===== src/rtl/cfgw_pkg.sv =====
package cfgw_pkg;
  localparam int unsigned DEF_IO_AW      = 6;
  localparam int unsigned DEF_IO_BASE    = 32;
  localparam int unsigned DEF_BYTE_W     = 8;
  localparam int unsigned DEF_ADDR_BYTES = 3;

  // True when an I/O address equals a register location.
  function automatic logic slot_hit(input logic [31:0] addr, input int unsigned loc);
    return addr == loc;
  endfunction
endpackage


===== src/rtl/cfgw_decode.sv =====
module cfgw_decode #(
  parameter int unsigned IO_AW      = cfgw_pkg::DEF_IO_AW,
  parameter int unsigned IO_BASE    = cfgw_pkg::DEF_IO_BASE,
  parameter int unsigned ADDR_BYTES = cfgw_pkg::DEF_ADDR_BYTES
) (
  input  logic                  io_we,
  input  logic [IO_AW-1:0]      io_addr,
  input  logic                  lock,
  output logic [ADDR_BYTES-1:0] addr_sel,
  output logic                  data_sel
);
  localparam int unsigned DATA_LOC = IO_BASE + ADDR_BYTES;

  logic wr_ok;
  assign wr_ok = io_we && !lock;

  for (genvar i = 0; i < ADDR_BYTES; i++) begin : g_sel
    assign addr_sel[i] = wr_ok && cfgw_pkg::slot_hit(32'(io_addr), IO_BASE + i);
  end

  assign data_sel = wr_ok && cfgw_pkg::slot_hit(32'(io_addr), DATA_LOC);
endmodule


===== src/rtl/cfgw_addr_bank.sv =====
module cfgw_addr_bank #(
  parameter int unsigned BYTE_W     = cfgw_pkg::DEF_BYTE_W,
  parameter int unsigned ADDR_BYTES = cfgw_pkg::DEF_ADDR_BYTES,
  localparam int unsigned AW        = BYTE_W * ADDR_BYTES
) (
  input  logic                  clk,
  input  logic                  rst,
  input  logic                  clr,
  input  logic [ADDR_BYTES-1:0] sel,
  input  logic [BYTE_W-1:0]     wdata,
  output logic [AW-1:0]         addr_q
);
  for (genvar i = 0; i < ADDR_BYTES; i++) begin : g_byte
    logic [BYTE_W-1:0] b_q;
    always_ff @(posedge clk) begin
      if (rst || clr) begin
        b_q <= '0;
      end else if (sel[i]) begin
        b_q <= wdata;
      end
    end
    assign addr_q[i*BYTE_W +: BYTE_W] = b_q;
  end

  // an abort leaves every address byte at zero
  p_abort_clear_r8: assert property (@(posedge clk) disable iff (rst)
    clr |=> (addr_q == '0));

  // without a select or clear the address is untouched
  p_addr_keep_r6: assert property (@(posedge clk) disable iff (rst)
    (sel == '0 && !clr) |=> $stable(addr_q));
endmodule


===== src/rtl/cfgw_strobe.sv =====
module cfgw_strobe #(
  parameter int unsigned AW     = 24,
  parameter int unsigned BYTE_W = cfgw_pkg::DEF_BYTE_W
) (
  input  logic              clk,
  input  logic              rst,
  input  logic              fire,
  input  logic              kill,
  input  logic [AW-1:0]     addr_in,
  input  logic [BYTE_W-1:0] data_in,
  output logic [AW-1:0]     cfg_addr,
  output logic [BYTE_W-1:0] cfg_data,
  output logic              cfg_we,
  output logic              cfg_clk
);
  logic commit;
  assign commit = fire && !kill;

  always_ff @(posedge clk) begin
    if (rst) begin
      cfg_we   <= 1'b0;
      cfg_clk  <= 1'b0;
      cfg_addr <= '0;
      cfg_data <= '0;
    end else begin
      cfg_we  <= commit;
      cfg_clk <= commit;
      if (commit) begin
        cfg_addr <= addr_in;
        cfg_data <= data_in;
      end
    end
  end

  // a cancelling input on the write edge leaves no tick
  p_kill_no_tick_r8: assert property (@(posedge clk) disable iff (rst)
    kill |=> (!cfg_we && !cfg_clk));

  // address and data hold whenever no strobe was issued
  p_hold_r4: assert property (@(posedge clk) disable iff (rst)
    !cfg_we |-> ($stable(cfg_addr) && $stable(cfg_data)));
endmodule


===== src/rtl/cfgw_port.sv =====
module cfgw_port #(
  parameter int unsigned IO_AW      = cfgw_pkg::DEF_IO_AW,
  parameter int unsigned IO_BASE    = cfgw_pkg::DEF_IO_BASE,
  parameter int unsigned BYTE_W     = cfgw_pkg::DEF_BYTE_W,
  parameter int unsigned ADDR_BYTES = cfgw_pkg::DEF_ADDR_BYTES,
  localparam int unsigned CFG_AW    = BYTE_W * ADDR_BYTES
) (
  input  logic              clk,
  input  logic              rst,
  input  logic              cpu_rst,
  input  logic              io_we,
  input  logic [IO_AW-1:0]  io_addr,
  input  logic [BYTE_W-1:0] io_wdata,
  output logic [BYTE_W-1:0] io_rdata,
  input  logic              dl_active,
  input  logic              abort,
  output logic              busy,
  output logic [CFG_AW-1:0] cfg_addr,
  output logic [BYTE_W-1:0] cfg_data,
  output logic              cfg_we,
  output logic              cfg_clk
);
  localparam int unsigned DATA_LOC = IO_BASE + ADDR_BYTES;

  logic [ADDR_BYTES-1:0] addr_sel;
  logic                  data_sel;
  logic [CFG_AW-1:0]     addr_q;

  // Write-only register window
  assign io_rdata = '0;

  always_ff @(posedge clk) begin
    if (rst) busy <= 1'b0;
    else     busy <= dl_active;
  end

  cfgw_decode #(
    .IO_AW(IO_AW), .IO_BASE(IO_BASE), .ADDR_BYTES(ADDR_BYTES)
  ) u_decode (
    .io_we(io_we), .io_addr(io_addr), .lock(dl_active),
    .addr_sel(addr_sel), .data_sel(data_sel)
  );

  cfgw_addr_bank #(
    .BYTE_W(BYTE_W), .ADDR_BYTES(ADDR_BYTES)
  ) u_bank (
    .clk(clk), .rst(rst), .clr(abort),
    .sel(addr_sel), .wdata(io_wdata), .addr_q(addr_q)
  );

  cfgw_strobe #(
    .AW(CFG_AW), .BYTE_W(BYTE_W)
  ) u_strobe (
    .clk(clk), .rst(rst), .fire(data_sel), .kill(abort || cpu_rst),
    .addr_in(addr_q), .data_in(io_wdata),
    .cfg_addr(cfg_addr), .cfg_data(cfg_data),
    .cfg_we(cfg_we), .cfg_clk(cfg_clk)
  );

  // no strobe follows a cycle with the download lockout active
  p_lockout_r6: assert property (@(posedge clk) disable iff (rst)
    dl_active |=> !cfg_we);

  // busy reports the lockout in the next cycle
  p_busy_follow_r7: assert property (@(posedge clk) disable iff (rst)
    dl_active |=> busy);

  // every strobe traces back to a data register write
  p_tick_cause_r3: assert property (@(posedge clk) disable iff (rst)
    cfg_we |-> $past(io_we && (io_addr == IO_AW'(DATA_LOC))));

  // processor reset alone keeps the loaded address
  p_cpu_rst_keep_r9: assert property (@(posedge clk) disable iff (rst)
    (cpu_rst && !abort && !io_we) |=> $stable(addr_q));
endmodule


===== config.mk =====
export PLATFORM = sky130hd
export DESIGN_NAME = cfgw_port
export DESIGN_NICKNAME = d
export VERILOG_FILES = /design/src/rtl/cfgw_pkg.sv /design/src/rtl/cfgw_decode.sv /design/src/rtl/cfgw_addr_bank.sv /design/src/rtl/cfgw_strobe.sv /design/src/rtl/cfgw_port.sv
export SDC_FILE = /design/constraint.sdc
export NUM_CORES = 1
export LEC_CHECK = 0
export ABC_AREA = 1
export BUFFER_PORTS_ARGS = -buffer_cell sky130_fd_sc_hd__buf_2
export CORE_MARGIN = 2
export CORE_UTILIZATION = 41
export CTS_CLUSTER_SIZE = 30
export DETAILED_ROUTE_END_ITERATION = 16
export MAX_ROUTING_LAYER = met4
export PLACE_DENSITY = 0.65
export SETUP_SLACK_MARGIN = 0.05
export SYNTH_ARGS = -nofsm -noshare
export SYNTH_HDL_FRONTEND = slang
export SYNTH_SLANG_ARGS = --single-unit
export TNS_END_PERCENT = 50

===== constraint.sdc =====
create_clock -name clk -period 3.7 [get_ports clk]
set_clock_uncertainty 0.2 [all_clocks]
set_input_delay 0.925 -clock clk [delete_from_list [all_inputs] [get_ports clk]]
set_output_delay 0.925 -clock clk [all_outputs]
set_load 0.05 [all_outputs]

==> impl_metrics.env, run 1 <==
export IMPL_synth_top_area_cell="dfxtp_1"
export IMPL_worstSetupPathType="reg -> out"
export IMPL_maxSlewViolCount=0
export IMPL_setup_violations=0
export IMPL_diodes=0
export IMPL_final_common_cell="nor2_1"
export IMPL_dr_total_vias=2139
export IMPL_startpoint_type="flip-flop"
export IMPL_cts_made_buffers=9
export IMPL_regArea_um2=1160
export IMPL_fin_util_pct=50.0
export IMPL_grt_overflow=0
export IMPL_status="finished clean"
export IMPL_crit_slowest_cell="dfxtp_1"
export IMPL_ios=63
export IMPL_synth_cells=367
export IMPL_critical_path_peak_fanout=2
export IMPL_synth_cell_types=18
export IMPL_drt_pass1_iterations=4
export IMPL_grt_max_degree=33
export IMPL_totalWireLength_mm=5.09
export IMPL_drt_iter0_drc=104
export IMPL_maxCapViolations=0
export IMPL_syn_avg_cell_area_um2=6.88
export IMPL_period_needed_ns=2.07
export IMPL_grt_pass1_wl_mm=8.47
export IMPL_tns_ns=0
export IMPL_max_stage_delay_ns=0.34
export IMPL_rows=28
export IMPL_clock_latency_ns=0.33
export IMPL_hold_viol_final=0
export IMPL_grt_pass1_vias=1913
export IMPL_post_cts_setup_buffers=0
export IMPL_num_fill_cells=612
export IMPL_dp_slack_ns=1.28
export IMPL_final_cell_mix="nor2_1 (118), nand2_1 (62), dfxtp_1 (58), buf_2 (54), inv_1 (42)"
export IMPL_cts_resized=0
export IMPL_slew_headroom_pct=36.6
export IMPL_synth_top_area_share_pct=46.0
export IMPL_cellPowerDensity_nw_per_um2=440
export IMPL_cp_end_kind="output pin"
export IMPL_die_h_um=82.5
export IMPL_crit_arrival_ns=0.94
export IMPL_ant_nets=0
export IMPL_antenna_found_initial=0
export IMPL_viasPerCell=4.31
export IMPL_postPlaceCellArea_um2=2760
export IMPL_worst_slew_pin_transition_ns=0.949
export IMPL_area_delta_synth_final_pct=17.4
export IMPL_avgRoutedWirePerCell_um=10.3
export IMPL_die_x_um=82.5
export IMPL_fin_nets=437
export IMPL_cts_max_path_buffers=2
export IMPL_postLayoutCellArea_um2=2960
export IMPL_yosysWarnings=0
export IMPL_dp_hpwl_mm=3.51
export IMPL_fin_crit_sh_pct=55.9
export IMPL_io_buffers=54
export IMPL_ys_seq_area_share_pct=46.0
export IMPL_holdCritPathClass="reg -> reg"
export IMPL_whs_ns=0.273
export IMPL_drive_gt1_share_pct=20.7
export IMPL_die_area_um2=6800
export IMPL_path_cells="buf_2"
export IMPL_crit_buf_inv=1
export IMPL_cts_sinks=58
export IMPL_netlist_area_um2=2520
export IMPL_rsz0062_at_grt="no"
export IMPL_grt_usage_pct=17.1
export IMPL_cts_clk_slew_worst_paths_ns=0.07
export IMPL_post_route_worst_setup_slack_ns=1.63
export IMPL_ys_top_cells_by_area="dfxtp_1 (46%), nor2_1 (18%), nand2_1 (9.2%), nand3_1 (6.5%), inv_1 (6.2%)"
export IMPL_start_util_pct=42.6
export IMPL_p_leak_nw=1.46
export IMPL_required_ns=2.57
export IMPL_coreArea_um2=5920
export IMPL_yosys_register_bits=58
export IMPL_path_delay_family="flip-flops"
export IMPL_irDropWorstVdd_uv=284
export IMPL_multiInputGateArea_um2=1040
export IMPL_gp_congestion=0.788
export IMPL_htree_levels=3
export IMPL_tritoncts="done"
export IMPL_timing_fmax_mhz=483
export IMPL_drc_errors=0
export IMPL_hold_buffers=0
export IMPL_clockRootBuffer="clkbuf_8"
path summary, 6_finish.rpt:
kind	start	depth (start not counted)	end	slack (ns)
max	u_strobe.cfg_data[1]	1	cfg_data[1]	1.63
min	u_strobe.cfg_addr[20]	2	u_strobe.cfg_addr[20]	0.27
max reg2reg	u_bank.g_byte[1].b_q[2]	4	u_strobe.cfg_addr[10]	2.79
min reg2reg	u_strobe.cfg_addr[20]	2	u_strobe.cfg_addr[20]	0.27
metrics by stage:
stage	std cells	total power, W
floorplan	374	0.000705
global placement	481	0.000723
detailed placement	481	0.000724
CTS	496	0.00132
global route	496	0.00136
finish	496	0.00130
final cells by class:
class                      instances  area share (%)
sequential                        58            39.2
multi-input combinational        246            35.2
clock inverter                     2            1.18
clock buffer                      13            5.70
timing repair buffer              57            9.88
tap                               75            3.17
inverter                          45            5.70
registers in the layout, indices dropped and copies added (netlist names):
| name | count |
|---|---|
| u_strobe.cfg_data | 8 |
| busy | 1 |
| u_bank.g_byte.b_q | 24 |
| u_strobe.cfg_addr | 24 |
| u_strobe.cfg_we | 1 |
per-layer routing:
metal | part of all wire (%) | routed length, µm | global-route usage, %
met2 | 43 | 2210 | 26.0
met4 | 2.1 | 109 | 9.67
met5 | 0 | 0 | -
met3 | 5.1 | 262 | 3.70
met1 | 49 | 2510 | 21.0
power breakdown:
part           switching [W]  internal [W]  leakage (nW)
clock               0.000233      0.000362         0.106
combinational      0.0000628     0.0000206         0.890
sequential       0.000000431      0.000626         0.467
Yosys cell counts:
master     n
conb_1     1
nand3_4    1
buf_6      4
nor2_2     3
nor3_1     1
o21ai_1    4
nand2_1   62
nor2_4     3
o21ai_0    7
buf_4     12
nor2_1   119
inv_1     42
inv_2      3
nand3_2    1
nand2_2    4
nand3_1   33
dfxtp_1   58
buf_2      9
cell families after synthesis:
kind of cell	count (synthesis)	synth area share, %
buffers and inverters	70	13.8
flip-flops	58	46.0
AO/OA/AOI/OAI	11	2.18
other	1	0.149
AND/OR/NAND/NOR	227	37.8
No activity file was read; power rests on OpenSTA's default activity.
==> run 2: changes to the inputs <==
PLACE_DENSITY = 0.68   (was 0.65)
clock period = 1.9 ns   (was 3.7 ns; I/O delays follow)
==> impl_metrics.env, run 2 (synthesized netlist as in run 1, its figures left out) <==
export IMPL_grt_max_degree=33
export IMPL_p_leak_nw=1.51
export IMPL_hold_end="busy"
export IMPL_final_common_cell="nor2_1"
export IMPL_critical_path_peak_fanout=2
export IMPL_cellPowerDensity_nw_per_um2=917
export IMPL_rows=28
export IMPL_drt_iter0_drc=91
export IMPL_irDropWorstVdd_uv=384
export IMPL_ff2ff_path_depth=4
export IMPL_period_needed_ns=1.66
export IMPL_hold_viol_final=0
export IMPL_io_buffers=54
export IMPL_final_cell_mix="nor2_1 (118), nand2_1 (62), dfxtp_1 (58), buf_2 (54), inv_1 (42)"
export IMPL_cp_end_kind="output pin"
export IMPL_totalWireLength_mm=5.17
export IMPL_fin_util_pct=51.6
export IMPL_startpoint_type="flip-flop"
export IMPL_timing_fmax_mhz=603
export IMPL_holdCritPathClass="in -> reg"
export IMPL_whs_ns=0.144
export IMPL_status="finished clean"
export IMPL_dr_total_vias=2234
export IMPL_required_ns=1.22
export IMPL_crit_buf_inv=1
export IMPL_antenna_found_initial=0
export IMPL_max_stage_delay_ns=0.37
export IMPL_dp_hpwl_mm=3.60
export IMPL_crit_arrival_ns=0.98
export IMPL_post_cts_setup_buffers=0
export IMPL_postPlaceCellArea_um2=2800
export IMPL_rr_startpoint="u_bank.g_byte[0].b_q[5]"
export IMPL_die_h_um=82.5
export IMPL_ff2ff_setup_slack_ns=1.05
export IMPL_rsz0062_at_grt="no"
export IMPL_maxCapViolations=0
export IMPL_rr_endpoint="u_strobe.cfg_addr[5]"
export IMPL_grt_pass1_vias=1993
export IMPL_cts_sinks=58
export IMPL_fin_nets=441
export IMPL_cts_resized=0
export IMPL_hold_buffers=0
export IMPL_avgRoutedWirePerCell_um=10.3
export IMPL_grt_overflow=0
export IMPL_start_util_pct=42.6
export IMPL_drt_pass1_iterations=4
export IMPL_drc_errors=0
export IMPL_crit_slowest_cell="dfxtp_1"
export IMPL_largestRegisters="u_bank.g_byte.b_q: 24 flops, u_strobe.cfg_addr: 24 flops, u_strobe.cfg_data: 8 flops"
export IMPL_clock_latency_ns=0.33
export IMPL_area_delta_synth_final_pct=21.0
export IMPL_tritoncts="done"
export IMPL_ant_nets=0
export IMPL_maxSlewViolCount=0
export IMPL_ios=63
export IMPL_coreArea_um2=5920
export IMPL_viasPerCell=4.46
export IMPL_postLayoutCellArea_um2=3050
export IMPL_drive_gt1_share_pct=21.8
export IMPL_path_cells="buf_2"
export IMPL_worstSetupPathType="reg -> out"
export IMPL_hold_path_depth=2
export IMPL_tns_ns=0
export IMPL_die_x_um=82.5
export IMPL_htree_levels=3
export IMPL_clockRootBuffer="clkbuf_8"
export IMPL_fin_crit_sh_pct=87.3
export IMPL_min_from="rst"
export IMPL_finalPower_w=0.00280
export IMPL_diodes=0
export IMPL_gp_congestion=0.804
export IMPL_grt_pass1_wl_mm=8.59
export IMPL_cts_clk_slew_worst_paths_ns=0.06
export IMPL_grt_usage_pct=17.4
export IMPL_cts_made_buffers=9
export IMPL_path_delay_family="flip-flops"
export IMPL_die_area_um2=6800
export IMPL_setup_violations=0
export IMPL_cts_max_path_buffers=2
-- run 2: cell count changes in the layout (fill, tap and decap cells not counted), sizes merged --
cell and change:
buf +4, clkbuf -2, bufinv +2, clkinv +1
-- run 2: where the power goes --
part	total, W	switching [W]	internal [W]
Clock	0.00142	0.000478	0.000938
Sequential	0.00122	0.000000842	0.00122
Combinational	0.000166	0.000123	0.0000423
Total	0.00280	0.000602	0.00220
-- run 2: worst max-delay path by stage --
stage / from / endpoint / slack (ns) / depth (start not counted)
after floorplan: u_strobe.cfg_we / cfg_we / 0.33 / 1
after global placement: dl_active / u_strobe.cfg_addr[12] / 0.23 / 9
after detailed placement: dl_active / u_strobe.cfg_addr[11] / 0.20 / 9
after CTS: u_strobe.cfg_data[6] / cfg_data[6] / 0.24 / 1
after global routing: u_strobe.cfg_data[7] / cfg_data[7] / 0.21 / 1
final: u_strobe.cfg_data[6] / cfg_data[6] / 0.24 / 1
-- run 2: through the flow --
| stage | std cells | worst slack (ns) |
|---|---|---|
| 6_report | 501 | 0.242 |
| 5_1_grt | 501 | 0.212 |
| 4_1_cts | 501 | 0.236 |
| 3_5_place_dp | 485 | 0.203 |
| 3_3_place_gp | 485 | 0.229 |
| 2_1_floorplan | 374 | 0.331 |
-- run 2: cell type report --
| class | instances | area, µm² |
|---|---|---|
| timing repair buffer | 61 | 335 |
| clock inverter | 5 | 100 |
| tap | 75 | 93.8 |
| inverter | 45 | 169 |
| fill | 581 | 2870 |
| clock buffer | 11 | 151 |
| sequential | 58 | 1160 |
| multi-input combinational | 246 | 1040 |
-- run 2: per-layer routing --
metal,part of all wire [%],up-vias,global-route usage [%],wire [µm]
li1,-,1185,-,-
met2,43,62,26.6,2230
met4,1.6,0,7.00,82
met3,7.5,7,6.41,387
met5,0,-,-,0
met1,48,980,20.7,2470
